==> src/rtl/irq_entry_pkg.sv <==
package irq_entry_pkg;
  typedef enum logic [1:0] {
    ACK_NONE     = 2'b00,
    ACK_ENTER    = 2'b01,
    ACK_RETURN   = 2'b10,
    ACK_REENABLE = 2'b11
  } ack_code_e;

  localparam int unsigned OFS_UEXC = 'h08;
  localparam int unsigned OFS_IRQ  = 'h10;
endpackage

==> src/rtl/irq_vec_sel.sv <==
module irq_vec_sel #(
  parameter int ADDR_W = 32,
  parameter int RIDX_W = 5,
  parameter logic [ADDR_W-1:0] VEC_BASE = '0,
  parameter int LINK_IDX = 14
) (
  input  logic              irq_req,
  input  logic              ie,
  input  logic              fast_mode,
  input  logic              uexc_req,
  input  logic [RIDX_W-1:0] uexc_rd,
  input  logic [ADDR_W-1:0] irq_vec,
  output logic              take_irq,
  output logic              take_uexc,
  output logic              fast_enter,
  output logic [ADDR_W-1:0] target,
  output logic [RIDX_W-1:0] dest_idx
);
  import irq_entry_pkg::*;

  localparam logic [ADDR_W-1:0] UEXC_VEC = VEC_BASE + ADDR_W'(OFS_UEXC);
  localparam logic [ADDR_W-1:0] IRQ_VEC  = VEC_BASE + ADDR_W'(OFS_IRQ);

  always_comb begin
    take_uexc  = uexc_req;
    take_irq   = irq_req && ie && !uexc_req;
    fast_enter = take_irq && fast_mode;
    if (take_uexc) begin
      target   = UEXC_VEC;
      dest_idx = uexc_rd;
    end else begin
      target   = fast_mode ? irq_vec : IRQ_VEC;
      dest_idx = RIDX_W'(LINK_IDX);
    end
  end
endmodule

==> src/rtl/irq_status_regs.sv <==
module irq_status_regs (
  input  logic clk,
  input  logic rst,
  input  logic irq_take,
  input  logic uexc_take,
  input  logic wr_en,
  input  logic wr_ie,
  input  logic wr_um,
  input  logic wr_vm,
  input  logic resv_set,
  output logic ie_q,
  output logic um_q,
  output logic ums_q,
  output logic vm_q,
  output logic vms_q,
  output logic resv_q,
  output logic ie_rise
);
  logic entry;

  always_comb begin
    entry   = irq_take || uexc_take;
    ie_rise = !entry && wr_en && wr_ie && !ie_q;
  end

  always_ff @(posedge clk) begin
    if (rst) begin
      ie_q   <= 1'b0;
      um_q   <= 1'b0;
      ums_q  <= 1'b0;
      vm_q   <= 1'b0;
      vms_q  <= 1'b0;
      resv_q <= 1'b0;
    end else if (entry) begin
      ums_q  <= um_q;
      um_q   <= 1'b0;
      vms_q  <= vm_q;
      vm_q   <= 1'b0;
      resv_q <= 1'b0;
      if (irq_take) ie_q <= 1'b0;
    end else begin
      if (wr_en) begin
        ie_q <= wr_ie;
        um_q <= wr_um;
        vm_q <= wr_vm;
      end
      if (resv_set) resv_q <= 1'b1;
    end
  end


  ie_clear_chk: assert property (@(posedge clk) disable iff (rst)
    irq_take |=> !ie_q);


  uexc_keep_ie_chk: assert property (@(posedge clk) disable iff (rst)
    uexc_take |=> (ie_q == $past(ie_q)));


  mode_save_chk: assert property (@(posedge clk) disable iff (rst)
    entry |=> (ums_q == $past(um_q) && vms_q == $past(vm_q) && !um_q && !vm_q && !resv_q));
endmodule

==> src/rtl/irq_ack_gen.sv <==
module irq_ack_gen (
  input  logic       clk,
  input  logic       rst,
  input  logic       ev_enter,
  input  logic       ev_ret,
  input  logic       ev_ena,
  output logic [1:0] ack_q
);
  import irq_entry_pkg::*;

  logic pend_ret, pend_ena;
  logic want_ret, want_ena;
  ack_code_e code_d;
  logic pend_ret_d, pend_ena_d;

  always_comb begin
    want_ret   = ev_ret || pend_ret;
    want_ena   = ev_ena || pend_ena;
    pend_ret_d = want_ret;
    pend_ena_d = want_ena;
    code_d     = ACK_NONE;
    if (ev_enter) begin
      code_d = ACK_ENTER;
    end else if (want_ret) begin
      code_d     = ACK_RETURN;
      pend_ret_d = 1'b0;
    end else if (want_ena) begin
      code_d     = ACK_REENABLE;
      pend_ena_d = 1'b0;
    end
  end

  always_ff @(posedge clk) begin
    if (rst) begin
      ack_q    <= ACK_NONE;
      pend_ret <= 1'b0;
      pend_ena <= 1'b0;
    end else begin
      ack_q    <= code_d;
      pend_ret <= pend_ret_d;
      pend_ena <= pend_ena_d;
    end
  end


  ret_first_chk: assert property (@(posedge clk) disable iff (rst)
    (ev_ret && ev_ena && !ev_enter) |=> (ack_q == 2'b10));


  enter_once_chk: assert property (@(posedge clk) disable iff (rst)
    (ack_q == 2'b01) |=> (ack_q != 2'b01));


  ret_seen_chk: assert property (@(posedge clk) disable iff (rst)
    (ev_ret && !ev_enter) |=> (ack_q == 2'b10));
endmodule

==> src/rtl/irq_entry_ctrl.sv <==
module irq_entry_ctrl #(
  parameter int ADDR_W = 32,
  parameter int RIDX_W = 5,
  parameter logic [ADDR_W-1:0] VEC_BASE = '0,
  parameter int LINK_IDX = 14
) (
  input  logic              clk,
  input  logic              rst,
  input  logic [ADDR_W-1:0] cur_pc,
  input  logic              irq_req,
  input  logic [ADDR_W-1:0] irq_vec,
  input  logic              fast_mode,
  input  logic              uexc_req,
  input  logic [RIDX_W-1:0] uexc_rd,
  input  logic              rti_evt,
  input  logic              st_wr,
  input  logic              st_wr_ie,
  input  logic              st_wr_um,
  input  logic              st_wr_vm,
  input  logic              resv_set,
  output logic              pc_load,
  output logic [ADDR_W-1:0] pc_next,
  output logic              link_we,
  output logic [RIDX_W-1:0] link_idx,
  output logic [ADDR_W-1:0] link_data,
  output logic [1:0]        ack,
  output logic              ie,
  output logic              um,
  output logic              ums,
  output logic              vm,
  output logic              vms,
  output logic              resv
);
  logic              take_irq, take_uexc, fast_enter, ie_rise;
  logic [ADDR_W-1:0] target;
  logic [RIDX_W-1:0] dest_idx;

  irq_vec_sel #(
    .ADDR_W(ADDR_W), .RIDX_W(RIDX_W), .VEC_BASE(VEC_BASE), .LINK_IDX(LINK_IDX)
  ) u_sel (
    .irq_req(irq_req), .ie(ie), .fast_mode(fast_mode), .uexc_req(uexc_req),
    .uexc_rd(uexc_rd), .irq_vec(irq_vec), .take_irq(take_irq),
    .take_uexc(take_uexc), .fast_enter(fast_enter), .target(target),
    .dest_idx(dest_idx)
  );

  irq_status_regs u_st (
    .clk(clk), .rst(rst), .irq_take(take_irq), .uexc_take(take_uexc),
    .wr_en(st_wr), .wr_ie(st_wr_ie), .wr_um(st_wr_um), .wr_vm(st_wr_vm),
    .resv_set(resv_set), .ie_q(ie), .um_q(um), .ums_q(ums), .vm_q(vm),
    .vms_q(vms), .resv_q(resv), .ie_rise(ie_rise)
  );

  irq_ack_gen u_ack (
    .clk(clk), .rst(rst), .ev_enter(fast_enter), .ev_ret(rti_evt),
    .ev_ena(ie_rise), .ack_q(ack)
  );

  always_ff @(posedge clk) begin
    if (rst) begin
      pc_load   <= 1'b0;
      pc_next   <= '0;
      link_we   <= 1'b0;
      link_idx  <= '0;
      link_data <= '0;
    end else begin
      pc_load   <= take_irq || take_uexc;
      link_we   <= take_irq || take_uexc;
      pc_next   <= target;
      link_idx  <= dest_idx;
      link_data <= cur_pc;
    end
  end


  link_pair_chk: assert property (@(posedge clk) disable iff (rst)
    pc_load |-> (link_we && link_data == $past(cur_pc)));


  enter_ack_chk: assert property (@(posedge clk) disable iff (rst)
    (ack == 2'b01) |-> (pc_load && link_idx == RIDX_W'(LINK_IDX) && !ie));


  gate_chk: assert property (@(posedge clk) disable iff (rst)
    (irq_req && !ie && !uexc_req) |=> !pc_load);
endmodule

==> config.mk <==
export PLATFORM = sky130hd
export DESIGN_NAME = irq_entry_ctrl
export DESIGN_NICKNAME = d
export VERILOG_FILES = /design/src/rtl/irq_entry_pkg.sv /design/src/rtl/irq_vec_sel.sv /design/src/rtl/irq_status_regs.sv /design/src/rtl/irq_ack_gen.sv /design/src/rtl/irq_entry_ctrl.sv
export SDC_FILE = /design/constraint.sdc
export NUM_CORES = 1
export LEC_CHECK = 0
export BUFFER_PORTS_ARGS = -buffer_cell sky130_fd_sc_hd__buf_4
export CAP_MARGIN = 20
export CORE_AREA = 2 2 79 81
export CTS_CLUSTER_SIZE = 12
export DETAILED_ROUTE_END_ITERATION = 10
export DIE_AREA = 0 0 81 83
export PLACE_DENSITY = 0.79
export SLEW_MARGIN = 25
export SYNTH_ARGS = -nofsm -noshare
export SYNTH_HDL_FRONTEND = slang
export SYNTH_SLANG_ARGS = --single-unit
==> constraint.sdc <==
create_clock -name clk -period 1.3 [get_ports clk]
set_input_delay 0.195 -clock clk [delete_from_list [all_inputs] [get_ports clk]]
set_output_delay 0.195 -clock clk [all_outputs]
set_load 0.1 [all_outputs]
* After elaboration in Yosys (flattened, before gate mapping)
Index checks and enable logic that the tools add are counted.
Widths: inputs -> output; s select.
** Word-level totals
- Register bits after elaboration :: 80
- Output and inout port bits :: 79
** Operators by class
- Equality and inequality tests :: 1
- Muxes and demuxes :: 11
- Bitwise logic cells :: 3
- Reductions and logical operators :: 20
** Operators by type and width (count)
- $reduce_or 2->1 :: 5
- $mux 4 :: 2
- $logic_and 1x1->1 :: 6
- $mux 1 :: 6
- $mux 5 :: 1
- $mux 2 :: 2
- $logic_not 1->1 :: 3
- $logic_or 1x1->1 :: 3
- $not 1->1 :: 3
- $reduce_or 3->1 :: 1
- $ne 2x2->1 const B :: 1
- $reduce_and 2->1 :: 1
- $reduce_bool 2->1 :: 1

* Longest topological paths before layout
Gate-level depths: netlist (run 1).
- Depth in word-level cells :: 11
- Gate-level depth with buffers :: 4

* By module
Synthesis (run 1) repeated with hierarchy kept, for this count alone.
** Second synthesis, totals
- Cells, all modules :: 231
- Area, all modules :: 2612.5 sq um
** By module, submodules not included
- irq_entry_ctrl :: instances 1, cells an instance 148, area an instance 1888.1 sq um, seq. area each 1401.3 sq um
- irq_vec_sel :: instances 1, cells an instance 46, area an instance 362.8 sq um, seq. area each 0.0 sq um
- irq_status_regs :: instances 1, cells an instance 25, area an instance 230.2 sq um, seq. area each 120.1 sq um
- irq_ack_gen :: instances 1, cells an instance 12, area an instance 131.4 sq um, seq. area each 80.1 sq um

* Worst setup path before layout (run 1)
Ideal clock, no wire load.
- Path type :: register to register
- Start point :: reg u_st.ie_q
- End point :: reg u_ack.ack_q[1]
- Setup time :: 136 ps
- Data arrival time :: 1513 ps
- Path slack :: -348 ps
- Cell stages (with the launch flop) :: 4
- Cells stage by stage :: dfxtp_1 > nand2_1 > nor3b_1 > a211oi_1
** Between the ends
- Longest elaborated chain between the ends :: 10
** RTL lines
- from (decl) :: line irq_status_regs.sv:11 : output logic ie_q,
- from (signal assigned) :: line irq_status_regs.sv:43 : ie_q <= wr_ie;
- $logic_and 1x1->1 (2 in a row) :: line irq_vec_sel.sv:26 : take_irq = irq_req && ie && !uexc_req;
- $logic_or 1x1->1 :: line irq_status_regs.sv:22 : entry = irq_take || uexc_take;
- $logic_not 1->1 :: line irq_status_regs.sv:23 : ie_rise = !entry && wr_en && wr_ie && !ie_q;
- $logic_and 1x1->1 (3 in a row) :: line irq_status_regs.sv:23
- $logic_or 1x1->1 :: line irq_ack_gen.sv:18 : want_ena = ev_ena || pend_ena;
- $mux 2 :: line irq_ack_gen.sv:27 : end else if (want_ena) begin
- $mux 2 :: line irq_ack_gen.sv:24 : end else if (want_ret) begin
- to (signal assigned) :: line irq_ack_gen.sv:39 : ack_q <= code_d;
- to (decl) :: line irq_ack_gen.sv:7 : output logic [1:0] ack_q
Parallel ways exist; a longest one is shown, timed or not.
A chain may end at the register's enable or synchronous reset.

* Final worst setup path (run 1)
- Start point :: reg u_st.ie_q
- End point :: out ie
** RTL lines
- to (decl) :: line irq_entry_ctrl.sv:27 : output logic ie,
No word-level cell between the ends.

==> flow_summary.toml, run 1 <==
[worst_hold_path]
hold_class = "primary input to flop"
min_path_cells = 2

[worst_setup_path]
critPathSlowestCell = "dfxtp_2"
cpPeakStageDelay_ns = 0.40
worstRegToRegCells = 3
worstPathRequired_ns = 1.11
r2r_slack_ns = 0.33
critPathLaunchType = "flop"
crit_family = "flip-flops"
worstPathBufferInverterCount = 1
cp_num_cells = 1
crit_type = "flop to output pin"
path_cells = "buf_4"
cp_max_fo = 6
crit_arrival_ns = 1.03
cp-end-kind = "output pin"

[timing]
worst_pin_slew_ns = 0.334
fin_skew_ns = 0.00532
setup_viol = 0
slew_headroom = 0.777
hold_viol_final = 0
maxSlewViolCount = 0
clock.fmax_mhz = 814
period_share = 0.945
rsz0062_at_grt = "no"
setup_slack_ns = 0.0716
setup-tns-final_ns = 0
finalCriticalPeriod_ns = 1.23

[power]
clkPwrFrac = 0.337
switching_share = 0.303
p_total_mw = 5.79
seq_power_share = 0.447
leakagePower_nw = 1.86
p_per_area_mw_per_mm2 = 1520
vdd_drop_max_uv = 751
p_comb_frac = 0.216
p_switching_mw = 1.75
internal_power_mw = 4.03

[clock_network]
numCtsBuffers = 9
post_cts_buffers = 0
clk_latency_ns = 0.32
clockBufferDepth = 2
htreeDepth = 3
clk_pin_slew_ns = 0.08
root_buffer = "clkbuf_8"
cts_tree = "yes"
cts_sinks = 80
holdBufCountCts = 0
cts_resized = 0

[logic_synthesis]
syn_avg_cell_area_sq_um = 11.8
syn-num-nets = 275
syn_inst = 195
synthDistinctLibCells = 24
seq_area_frac_synth = 0.694
syn-cell-area_sq_mm = 0.00231
ys_ff_latch = 80
yosysWarnings = 0

[global_route]
grt_max_degree = 41
grt_pass1_wl_mm = 8.38
busiest_layer = "met2"
grt_overflow_total = 0
grt_pass1_vias = 1782
grtUsageMet1 = 0.176
antenna_found_initial = 0
grt.total_usage = 0.162
grtUsageMet3 = 0.0717
grt_util_met2 = 0.269

[placed_design]
post-place-ws_ns = 0.204
routabilityCongestion = 0.723
portBuffers = 158
dp_hpwl_mm = 4.18

[final_layout]
antenna_cells = 0
fin_nets = 437
layout-drive-gt1-share = 0.506
areaGrowthSynthToFinish_pct = 65.0
fill_cells = 495

[floorplan]
die_w_um = 81
core_sq_mm = 0.00582
io_pins = 159
die-area_sq_mm = 0.00672
die_h_um = 83
initial_core_util = 0.397
rows = 28

[routing]
drtIter0Drc = 17
vias_per_cell = 4.18
drc = 0
detail_route.wirelength_mm = 5.38
ant_nets = 0
first_pass_iters = 4
wl_per_cell_um = 12.3
dr_total_vias = 1826

[status]
status = "completed"

[flow_run]
drv_cap = 0
registers in the layout (all words and copies together) (netlist names):
name,flops
pc_next,32
u_st.resv_q,1
u_st.ums_q,1
link_data,32
u_st.ie_q,1
u_ack.pend_ret,1
link_idx,5
u_ack.pend_ena,1
u_st.um_q,1
link_we,1
u_st.vms_q,1
u_ack.ack_q,2
u_st.vm_q,1
cell families after synthesis:
logic type,share of synthesized area
AOI/OAI and AO/OA,0.0363
buffers and inverters,0.0309
DFF,0.694
muxes,0.0174
and+or+nand+nor,0.221
per-layer routing:
| metal | share of wire | wire length (um) |
|---|---|---|
| met5 | 0 | 0 |
| met2 | 0.50 | 2700 |
| met1 | 0.35 | 1900 |
| met3 | 0.12 | 669 |
| met4 | 0.020 | 107 |
power by group through the flow:
stage	Sequential, mW	Combinational, mW	Clock (mW)
after CTS	2.59	1.26	2.02
after detailed placement	2.64	1.26	0
final	2.59	1.25	1.95
after floorplan	3.38	0.138	0
after global routing	2.60	1.30	2.15
after global placement	2.64	1.25	0
final cells by class:
cell class / count / area (sq um) / area share
Sequential cell: 80 / 1600 / 0.421
Multi-Input combinational cell: 100 / 634 / 0.167
Clock buffer: 11 / 141 / 0.0371
Timing Repair Buffer: 161 / 1230 / 0.324
Clock inverter: 5 / 80.1 / 0.0210
Inverter: 5 / 18.8 / 0.00493
Tap cell: 75 / 93.8 / 0.0247
worst paths after layout:
path	startpoint	end
worst max-delay path	u_st.ie_q	ie
worst min-delay path	irq_vec[31]	pc_next[31]
worst max register to register	u_st.ie_q	u_ack.ack_q[1]
worst min register to register	u_ack.pend_ret	u_ack.ack_q[0]
synthesized netlist by cell type (all sizes together):
| library cell | instances | area, sq um |
|---|---|---|
| nor2b | 33 | 209 |
| o41ai | 1 | 16.3 |
| a21boi | 1 | 7.51 |
| nor2 | 12 | 45.0 |
| clkbuf | 3 | 15.0 |
| and2 | 30 | 188 |
| nand3 | 1 | 5.00 |
| a211oi | 1 | 7.51 |
| inv | 5 | 18.8 |
| and3b | 2 | 17.5 |
| nand2 | 2 | 7.51 |
| nor3 | 1 | 5.00 |
| mux2i | 4 | 40.0 |
| or2b | 1 | 7.51 |
| buf | 7 | 37.5 |
| or2 | 1 | 6.26 |
| a21oi | 7 | 46.3 |
| dfxtp | 80 | 1600 |
| nor3b | 2 | 20.0 |
| a31oi | 1 | 6.26 |
cells in the final DEF (no fill, tap or decap):
| cell | instances |
|---|---|
| buf_4 | 159 |
| dfxtp_1 | 78 |
| nor2b_1 | 32 |
| and2_1 | 30 |
| nor2_1 | 12 |
| clkbuf_8 | 10 |
| a21oi_1 | 6 |
| inv_1 | 5 |
| mux2i_1 | 4 |
| and3b_1 | 2 |
| nand2_1 | 2 |
| bufinv_16 | 2 |
| clkinvlp_4 | 2 |
| dfxtp_2 | 2 |
| buf_12 | 2 |
| nor3b_2 | 1 |
| a21boi_0 | 1 |
| a21oi_4 | 1 |
| nand3_1 | 1 |
| or2_2 | 1 |
| nor2b_2 | 1 |
| a31oi_1 | 1 |
| o41ai_2 | 1 |
| nor3b_1 | 1 |
| a211oi_1 | 1 |
| or2b_1 | 1 |
| nor3_1 | 1 |
| clkbuf_1 | 1 |
| clkinv_2 | 1 |
metrics by stage:
stage / instance area, sq um / hold WS [ns] / instances / utilization
finish: 3810 / 0.0676 / 437 / 0.654
floorplan: 2310 / 0.295 / 195 / -
global placement: 3580 / 0.396 / 421 / 0.616
CTS: 3810 / 0.0480 / 437 / 0.654
global route: 3810 / 0.0419 / 437 / 0.654
detailed placement: 3580 / 0.400 / 421 / 0.616
Power figures use the tool's default switching activity.
==> run 2: changes to the inputs <==
- CELL_PAD_IN_SITES_DETAIL_PLACEMENT: not set -> 0
- CELL_PAD_IN_SITES_GLOBAL_PLACEMENT: not set -> 1
- CORE_AREA: 2 2 79 81 -> 2 2 93 95
- DIE_AREA: 0 0 81 83 -> 0 0 95 97
- PLACE_DENSITY: 0.79 -> 0.78
==> run 2 against run 1 <==
Via count rose by 2.9%; worst setup slack improved by 0.023 ns; clock skew barely moved; register-to-register slack worse by 0.04 ns; utilization shrank 19 points; power shrank 3.9%; die area increased by 37%; global-route usage shrank 4.6 points; critical endpoint is now vm; largest cell class unchanged.
==> flow_summary.toml, run 2 (synthesis results as in run 1) <==
[status]
status = "completed"

[clock_network]
clk_pin_slew_ns = 0.08
root_buffer = "clkbuf_8"
cts_sinks = 80
holdBufCountCts = 0
cts_tree = "yes"
clk_latency_ns = 0.34
numCtsBuffers = 9
htreeDepth = 3
post_cts_buffers = 0
clockBufferDepth = 2
cts_resized = 0

[timing]
hold_viol_final = 0
maxSlewViolCount = 0
fin_skew_ns = 0.00497
slew_headroom = 0.770
finalCriticalPeriod_ns = 1.21
rsz0062_at_grt = "no"
setup_viol = 0
setup_slack_ns = 0.0949
clock.fmax_mhz = 830
worst_pin_slew_ns = 0.345
setup-tns-final_ns = 0
period_share = 0.927

[placed_design]
portBuffers = 158
post-place-ws_ns = 0.218
dp.cells = 450
placed_cell_area_sq_mm = 0.00360
dp_hpwl_mm = 4.16
routabilityCongestion = 0.647

[final_layout]
fin_nets = 436
final_cells = 466
areaGrowthSynthToFinish_pct = 64.4
most-common-layout-cells = "buf_4 (158), dfxtp_1 (78), nor2b_1 (32)"
multi_input_area_sq_um = 634
antenna_cells = 0
reg.largest.list = "link_data: 32 flops, pc_next: 32 flops, link_idx: 5 flops"
fill_cells = 777
layout-drive-gt1-share = 0.504
seqCellArea_sq_mm = 0.00160
finalInstanceArea_sq_mm = 0.00379
final_common_cell = "buf_4"

[power]
leakagePower_nw = 1.84
seq_power_share = 0.465
p_comb_frac = 0.224
internal_power_mw = 3.77
clkPwrFrac = 0.311
p_switching_mw = 1.79
switching_share = 0.321
p_per_area_mw_per_mm2 = 1470
vdd_drop_max_uv = 418

[worst_setup_path]
cp_num_cells = 1
r2r_slack_ns = 0.29
worstPathRequired_ns = 1.11
critPathSlowestCell = "dfxtp_1"
worstPathBufferInverterCount = 1
crit_family = "flip-flops"
cpPeakStageDelay_ns = 0.37
crit_arrival_ns = 1.01
cp_max_fo = 3
critPathLaunchType = "flop"
crit_type = "flop to output pin"
rr_startpoint = "u_st.ie_q"
worstRegToRegCells = 3
path_cells = "buf_4"
r2r_end = "u_ack.ack_q[1]"
cp-end-kind = "output pin"

[routing]
dr_total_vias = 1879
detail_route.wirelength_mm = 5.43
drtIter0Drc = 36
drc = 0
wl_per_cell_um = 11.7
first_pass_iters = 5
ant_nets = 0
vias_per_cell = 4.03

[worst_hold_path]
min_path_cells = 2
hold_path_end = "pc_next[0]"
hold_class = "primary input to flop"
min_from = "irq_vec[0]"

[global_route]
grt.total_usage = 0.116
grt_max_degree = 37
grt_pass1_vias = 1827
grt_pass1_wl_mm = 8.19
grt_overflow_total = 0
antenna_found_initial = 0

[floorplan]
core_sq_mm = 0.00813
die_w_um = 95
die_h_um = 97
die-area_sq_mm = 0.00922
initial_core_util = 0.284
io_pins = 159
rows = 33

[flow_run]
drv_cap = 0
-- run 2: metrics by stage --
step / utilization / power, mW / hold slack [ns]
floorplan: - / 3.52 / 0.295
global placement: 0.443 / 3.89 / 0.396
detailed placement: 0.443 / 3.90 / 0.400
CTS: 0.466 / 5.66 / 0.0290
global route: 0.466 / 5.83 / 0.0252
finish: 0.466 / 5.56 / 0.0521
-- run 2: how the worst max path moves through the flow --
stage | from | end
finish | u_st.vm_q | vm
global route | u_st.um_q | um
CTS | u_st.ie_q | ie
detailed placement | uexc_req | pc_next[10]
global placement | st_wr | u_ack.ack_q[1]
floorplan | u_st.ie_q | u_ack.ack_q[1]
-- run 2: power groups by stage --
stage          clock network (mW)  logic, mW  registers [mW]
2_1_floorplan                   0      0.138            3.38
3_3_place_gp                    0       1.25            2.64
3_5_place_dp                    0       1.25            2.64
4_1_cts                      1.82       1.26            2.59
5_1_grt                      1.94       1.29            2.60
6_report                     1.73       1.24            2.59
-- run 2: final cells by class --
class	instances	area share
timing repair buffer	160	0.321
inverter	5	0.00495
sequential	80	0.423
multi-input combinational	100	0.167
clock inverter	6	0.0158
clock buffer	10	0.0336
tap	105	0.0346
-- run 2: routing by layer --
metal	vias to the layer above	part of all wire	track usage
li1	922	-	-
met2	108	0.47	0.181
met1	839	0.39	0.129
met5	-	0	0
met4	0	0.017	0.0569
met3	10	0.12	0.0592
